### config.mk
export PLATFORM = sky130hd
export DESIGN_NAME = sgi_target_decoder
export DESIGN_NICKNAME = d
export VERILOG_FILES = /design/src/rtl/sgi_pkg.sv /design/src/rtl/sgi_wr_qualify.sv /design/src/rtl/sgi_field_split.sv /design/src/rtl/sgi_dest_mask.sv /design/src/rtl/sgi_out_reg.sv /design/src/rtl/sgi_target_decoder.sv
export SDC_FILE = /design/constraint.sdc
export NUM_CORES = 1
export LEC_CHECK = 0
export BUFFER_PORTS_ARGS = -buffer_cell sky130_fd_sc_hd__buf_2
export CAP_MARGIN = 15
export CORE_UTILIZATION = 35
export DETAILED_ROUTE_END_ITERATION = 10
export PLACE_DENSITY = 0.79
export REMOVE_ABC_BUFFERS = 1
export SLEW_MARGIN = 20
export SYNTH_ARGS = -nofsm -noshare
export SYNTH_HDL_FRONTEND = slang
export SYNTH_HIERARCHICAL = 1
export SYNTH_SLANG_ARGS = --single-unit
### constraint.sdc
create_clock -name clk_i -period 1.8 [get_ports clk_i]
set_input_delay 0.36 -clock clk_i [delete_from_list [all_inputs] [get_ports clk_i]]
set_output_delay 0.36 -clock clk_i [all_outputs]
set_load 0.01 [all_outputs]
### src/rtl/sgi_pkg.sv
package sgi_pkg;
  localparam int unsigned DATA_W   = 32;
  localparam int unsigned ID_W     = 10;
  localparam int unsigned ID_LSB   = 0;
  localparam int unsigned LIST_LSB = 16;
  localparam int unsigned LIST_W   = 8;
  localparam int unsigned FILT_LSB = 24;

  typedef enum logic [1:0] {
    FILT_LIST   = 2'd0,
    FILT_OTHERS = 2'd1,
    FILT_SELF   = 2'd2,
    FILT_RSVD   = 2'd3
  } sgi_filt_e;

  typedef struct packed {
    logic [ID_W-1:0]   id;
    sgi_filt_e         filt;
    logic [LIST_W-1:0] list;
  } sgi_fields_t;
endpackage

### src/rtl/sgi_wr_qualify.sv
module sgi_wr_qualify #(
  parameter int unsigned ADDR_W = 12,
  parameter int unsigned BE_W   = 4,
  parameter logic [ADDR_W-1:0] TRIG_OFFSET = 12'hF00
) (
  input  logic              wr_en_i,
  input  logic [ADDR_W-1:0] addr_i,
  input  logic [BE_W-1:0]   be_i,
  output logic              accept_o
);
  logic hit;
  logic full_word;

  assign hit       = (addr_i == TRIG_OFFSET);
  assign full_word = &be_i;
  assign accept_o  = wr_en_i && hit && full_word;
endmodule

### src/rtl/sgi_field_split.sv
module sgi_field_split
  import sgi_pkg::*;
(
  input  logic [DATA_W-1:0] data_i,
  output sgi_fields_t       fields_o
);
  localparam logic [DATA_W-1:0] USED_MASK =
    (DATA_W'((1 << ID_W) - 1) << ID_LSB) |
    (DATA_W'((1 << LIST_W) - 1) << LIST_LSB) |
    (DATA_W'(3) << FILT_LSB);

  logic unused_bits;

  assign fields_o.id   = data_i[ID_LSB +: ID_W];
  assign fields_o.list = data_i[LIST_LSB +: LIST_W];
  assign fields_o.filt = sgi_filt_e'(data_i[FILT_LSB +: 2]);
  // fields outside the decoded ones are don't-care
  assign unused_bits   = ^(data_i & ~USED_MASK);
endmodule

### src/rtl/sgi_dest_mask.sv
module sgi_dest_mask
  import sgi_pkg::*;
#(
  parameter int unsigned NUM_CPU  = 4,
  localparam int unsigned CPU_W   = (NUM_CPU > 1) ? $clog2(NUM_CPU) : 1
) (
  input  sgi_filt_e          filt_i,
  input  logic [LIST_W-1:0]  list_i,
  input  logic [CPU_W-1:0]   req_cpu_i,
  output logic [NUM_CPU-1:0] mask_o,
  output logic               rsvd_o
);
  logic [LIST_W-1:0] list_used;
  logic              unused_list;

  for (genvar c = 0; c < LIST_W; c++) begin : g_list
    if (c < NUM_CPU) begin : g_keep
      assign list_used[c] = list_i[c];
    end else begin : g_drop
      assign list_used[c] = 1'b0;
    end
  end
  assign unused_list = ^(list_i & ~list_used);

  for (genvar c = 0; c < NUM_CPU; c++) begin : g_cpu
    logic is_req;
    logic list_bit;
    assign is_req = (req_cpu_i == CPU_W'(c));
    if (c < LIST_W) begin : g_lb
      assign list_bit = list_used[c];
    end else begin : g_nolb
      assign list_bit = 1'b0;
    end
    always_comb begin
      unique case (filt_i)
        FILT_LIST:   mask_o[c] = list_bit;
        FILT_OTHERS: mask_o[c] = !is_req;
        FILT_SELF:   mask_o[c] = is_req;
        default:     mask_o[c] = 1'b1;
      endcase
    end
  end

  assign rsvd_o = (filt_i == FILT_RSVD);
endmodule

### src/rtl/sgi_out_reg.sv
module sgi_out_reg
  import sgi_pkg::*;
#(
  parameter int unsigned NUM_CPU = 4
) (
  input  logic               clk_i,
  input  logic               rst_ni,
  input  logic               accept_i,
  input  logic [ID_W-1:0]    id_i,
  input  logic [NUM_CPU-1:0] mask_i,
  input  logic               rsvd_i,
  output logic               pend_o,
  output logic [ID_W-1:0]    id_o,
  output logic [NUM_CPU-1:0] mask_o,
  output logic               err_o
);
  always_ff @(posedge clk_i or negedge rst_ni) begin
    if (!rst_ni) begin
      pend_o <= 1'b0;
      err_o  <= 1'b0;
      id_o   <= '0;
      mask_o <= '0;
    end else begin
      pend_o <= accept_i;
      err_o  <= accept_i && rsvd_i;
      if (accept_i) begin
        id_o   <= id_i;
        mask_o <= mask_i;
      end
    end
  end
endmodule

### src/rtl/sgi_target_decoder.sv
module sgi_target_decoder
  import sgi_pkg::*;
#(
  parameter int unsigned NUM_CPU = 4,
  parameter int unsigned ADDR_W  = 12,
  parameter logic [ADDR_W-1:0] TRIG_OFFSET = 12'hF00,
  localparam int unsigned BE_W   = DATA_W / 8,
  localparam int unsigned CPU_W  = (NUM_CPU > 1) ? $clog2(NUM_CPU) : 1
) (
  input  logic               clk_i,
  input  logic               rst_ni,
  input  logic               wr_en_i,
  input  logic [ADDR_W-1:0]  wr_addr_i,
  input  logic [BE_W-1:0]    wr_be_i,
  input  logic [DATA_W-1:0]  wr_data_i,
  input  logic [CPU_W-1:0]   wr_cpu_i,
  output logic               set_pend_o,
  output logic [ID_W-1:0]    set_id_o,
  output logic [NUM_CPU-1:0] set_mask_o,
  output logic               rsvd_err_o
);
  logic               accept;
  sgi_fields_t        fields;
  logic [NUM_CPU-1:0] dest_mask;
  logic               rsvd;

  sgi_wr_qualify #(
    .ADDR_W(ADDR_W), .BE_W(BE_W), .TRIG_OFFSET(TRIG_OFFSET)
  ) u_qualify (
    .wr_en_i (wr_en_i),
    .addr_i  (wr_addr_i),
    .be_i    (wr_be_i),
    .accept_o(accept)
  );

  sgi_field_split u_split (
    .data_i  (wr_data_i),
    .fields_o(fields)
  );

  sgi_dest_mask #(.NUM_CPU(NUM_CPU)) u_dest (
    .filt_i   (fields.filt),
    .list_i   (fields.list),
    .req_cpu_i(wr_cpu_i),
    .mask_o   (dest_mask),
    .rsvd_o   (rsvd)
  );

  sgi_out_reg #(.NUM_CPU(NUM_CPU)) u_out (
    .clk_i   (clk_i),
    .rst_ni  (rst_ni),
    .accept_i(accept),
    .id_i    (fields.id),
    .mask_i  (dest_mask),
    .rsvd_i  (rsvd),
    .pend_o  (set_pend_o),
    .id_o    (set_id_o),
    .mask_o  (set_mask_o),
    .err_o   (rsvd_err_o)
  );

  logic port_full_hit;
  logic [1:0] port_filt;
  assign port_full_hit = wr_en_i && (wr_addr_i == TRIG_OFFSET) && (&wr_be_i);
  assign port_filt     = wr_data_i[FILT_LSB +: 2];

  assert_pend_follows_write_R2: assert property (@(posedge clk_i) disable iff (!rst_ni)
    port_full_hit |=> set_pend_o && (set_id_o == $past(wr_data_i[ID_LSB +: ID_W])));

  assert_narrow_ignored_R7: assert property (@(posedge clk_i) disable iff (!rst_ni)
    (wr_en_i && (wr_addr_i == TRIG_OFFSET) && !(&wr_be_i)) |=> !set_pend_o);

  assert_others_count_R4: assert property (@(posedge clk_i) disable iff (!rst_ni)
    (port_full_hit && port_filt == 2'd1) |=> ($countones(set_mask_o) == NUM_CPU - 1));

  assert_self_only_R5: assert property (@(posedge clk_i) disable iff (!rst_ni)
    (port_full_hit && port_filt == 2'd2) |=> ($countones(set_mask_o) == 1));

  assert_rsvd_all_R6: assert property (@(posedge clk_i) disable iff (!rst_ni)
    (port_full_hit && port_filt == 2'd3) |=> ((&set_mask_o) && rsvd_err_o));

  assert_err_with_pend_R10: assert property (@(posedge clk_i) disable iff (!rst_ni)
    rsvd_err_o |-> set_pend_o);
endmodule

==> summary.txt <==
Yosys
  – Synth warn: 6
  – Post-Syn Area per Cell: 13.1 sq um
  – Mapped Area: between 900 and 1000 sq um
  – Post-Synthesis Cells: 69

Hold path
  – Hold Path Class: in2reg

Timing
  – Minimum clock period: 1.61 ns
  – Worst slew margin: 0.761
  – RSZ-0062 raised after global routing: false
  – Clock Skew: 0 ns
  – Final worst slack: ~0.19 ns
  – Max frequency: just over 0.6 GHz
  – Period utilization: 0.895
  – Final hold violation count: 0
  – Max-slew violation count: 0
  – Setup-failing EPs final: 0
  – Measured slew at the worst slew-check pin: about 0.36 ns

Route
  – DRT Wirelength: between 1500 and 2000 microns
  – DRT antenna net count: 0
  – DR WL/cell: 12.6 microns
  – Initial DRC Count: 2
  – Via Count: roughly 670
  – First-pass DRT Iterations: 2
  – Vias per cell: 4.79
  – DRC viols: 0

CTS
  – CTS sink cnt: 16
  – CTS max path bufs: 2
  – Worst-skew pair later-pin latency: 0.28 ns
  – CTS buffer count: 3
  – Clock transition at the registers of the reported paths: roughly 0.10 ns
  – Root Buffer: clkbuf_4
  – Post-CTS sizing: 0
  – CTS H-tree depth: 1
  – CTS tree: yes

Pwr
  – Overall Power: 0.672 mW
  – Pleak: approximately 0.64 nW
  – Power Density: 597 nW/um^2
  – Max IR drop VDD: between 0.2 and 0.3 mV

Global routing
  – Largest net degree at the start of global routing: 17
  – Vias in the first global route: approximately 650
  – Tot GR Track Use: 0.143
  – First-pass GRT wire length: 2770 microns
  – Overflow after GRT: 0
  – Initial antenna violation count: 0

Placed design
  – Final HPWL DP: 1370 microns
  – Final GP Congestion: roughly 0.74
  – Dpl ws: -0.105 ns
  – PortBufs: 52

Cells and area
  – Commonest cells after routing, fill and taps aside: buf_2, dfrtp_1, mux2_4, mux2_2, a221o_1
  – Most common cell after layout, fill and taps aside: buf_2
  – Diodes inserted: 0
  – Synthesis-to-finish area growth: 24.5%
  – Share of cells above drive strength 1: 0.679
  – Nets: around 160

Floorplanning
  – Core Region: about 2500 sq um
  – Row cnt: 18
  – Die area: 2790 sq um
  – Ports: a little under 70
  – Die width: roughly 53 microns
  – Height of the die: around 53 microns
  – Initial core utilization: 0.369

Run
  – Max-cap violations: 0

Setup path
  – Critical Path AT: 1.79 ns
  – CP Max Fanout: 16
  – Max stage delay on crit path: roughly 0.36 ns
  – Top delay family on crit path: simple AND/OR/NAND/NOR gates
  – Buf/Inv on CP: 2
  – Worst path required time: approximately 2.0 ns
  – Crit end category: flip-flop
  – Cell-by-cell trace of the critical path: buf_2, nor4_1, nand3b_1, nor4_4, buf_12, mux2_2
  – Worst path slowest cell: nor4_4
  – Startpoint types: primary input
  – Critical setup path kind: in2reg

Status
  – Status: finished, final reports clean
-- stage by stage --
stage                     cell area (sq um)  hold slack [ns]  cells  TNS (ns)   util
after global placement                 1080            0.287    134    -0.701  0.440
after CTS                              1130            0.292    139         0  0.459
final                                  1130            0.305    139         0  0.459
after detailed placement               1080            0.295    134     -1.16  0.440
after global routing                   1130            0.284    139         0  0.459
after floorplan                         753           0.0644     51    -10.81      -
-- timing repair --
action                                 in CTS  in global routing
setup buffers                               0                  0
hold buffers                                1                  0
endpoints found under the hold margin      16                  0
-- state kept, by name, indices dropped and copies added (netlist names) --
name / cells
u_out/id_o: 10
u_out/pend_o: 1
u_out/err_o: 1
u_out/mask_o: 4
-- final cells by class --
type	count	area, sq um
clock buffer	4	36.3
sequential	16	400
timing repair buffer	54	290
multi-input combinational	35	362
fill	241	1330
tap	30	37.5
-- routing by layer --
metal,up-vias,share of wire,GRT usage
met5,-,0,0
met4,0,0.0097,0.0789
met3,2,0.078,0.0348
met2,38,0.55,0.268
met1,315,0.36,0.141
li1,311,-,-
-- power breakdown --
| group | internal [mW] | switching, mW | leakage (nW) |
|---|---|---|---|
| Clock | 0.123 | 0.115 | 0.0210 |
| Sequential | 0.359 | 0.0000559 | 0.224 |
| Combinational | 0.0433 | 0.0318 | 0.396 |
| Total | 0.525 | 0.147 | 0.641 |
-- path summary, 6_finish.rpt --
check | from | endpoint | slack [ns] | depth (start not counted)
worst max-delay path | wr_addr_i[1] | u_out/mask_o[3] | 0.19 | 6
worst min-delay path | wr_data_i[8] | u_out/id_o[8] | 0.31 | 2
worst max register to register | u_out/id_o[6] | u_out/id_o[6] | 1.01 | 1
worst min register to register | u_out/id_o[0] | u_out/id_o[0] | 0.51 | 1
max in group asynchronous | rst_ni | u_out/id_o[4] | 1.01 | 2
min in group asynchronous | rst_ni | u_out/id_o[5] | 0.53 | 2
(Power assumes the default switching activity.)
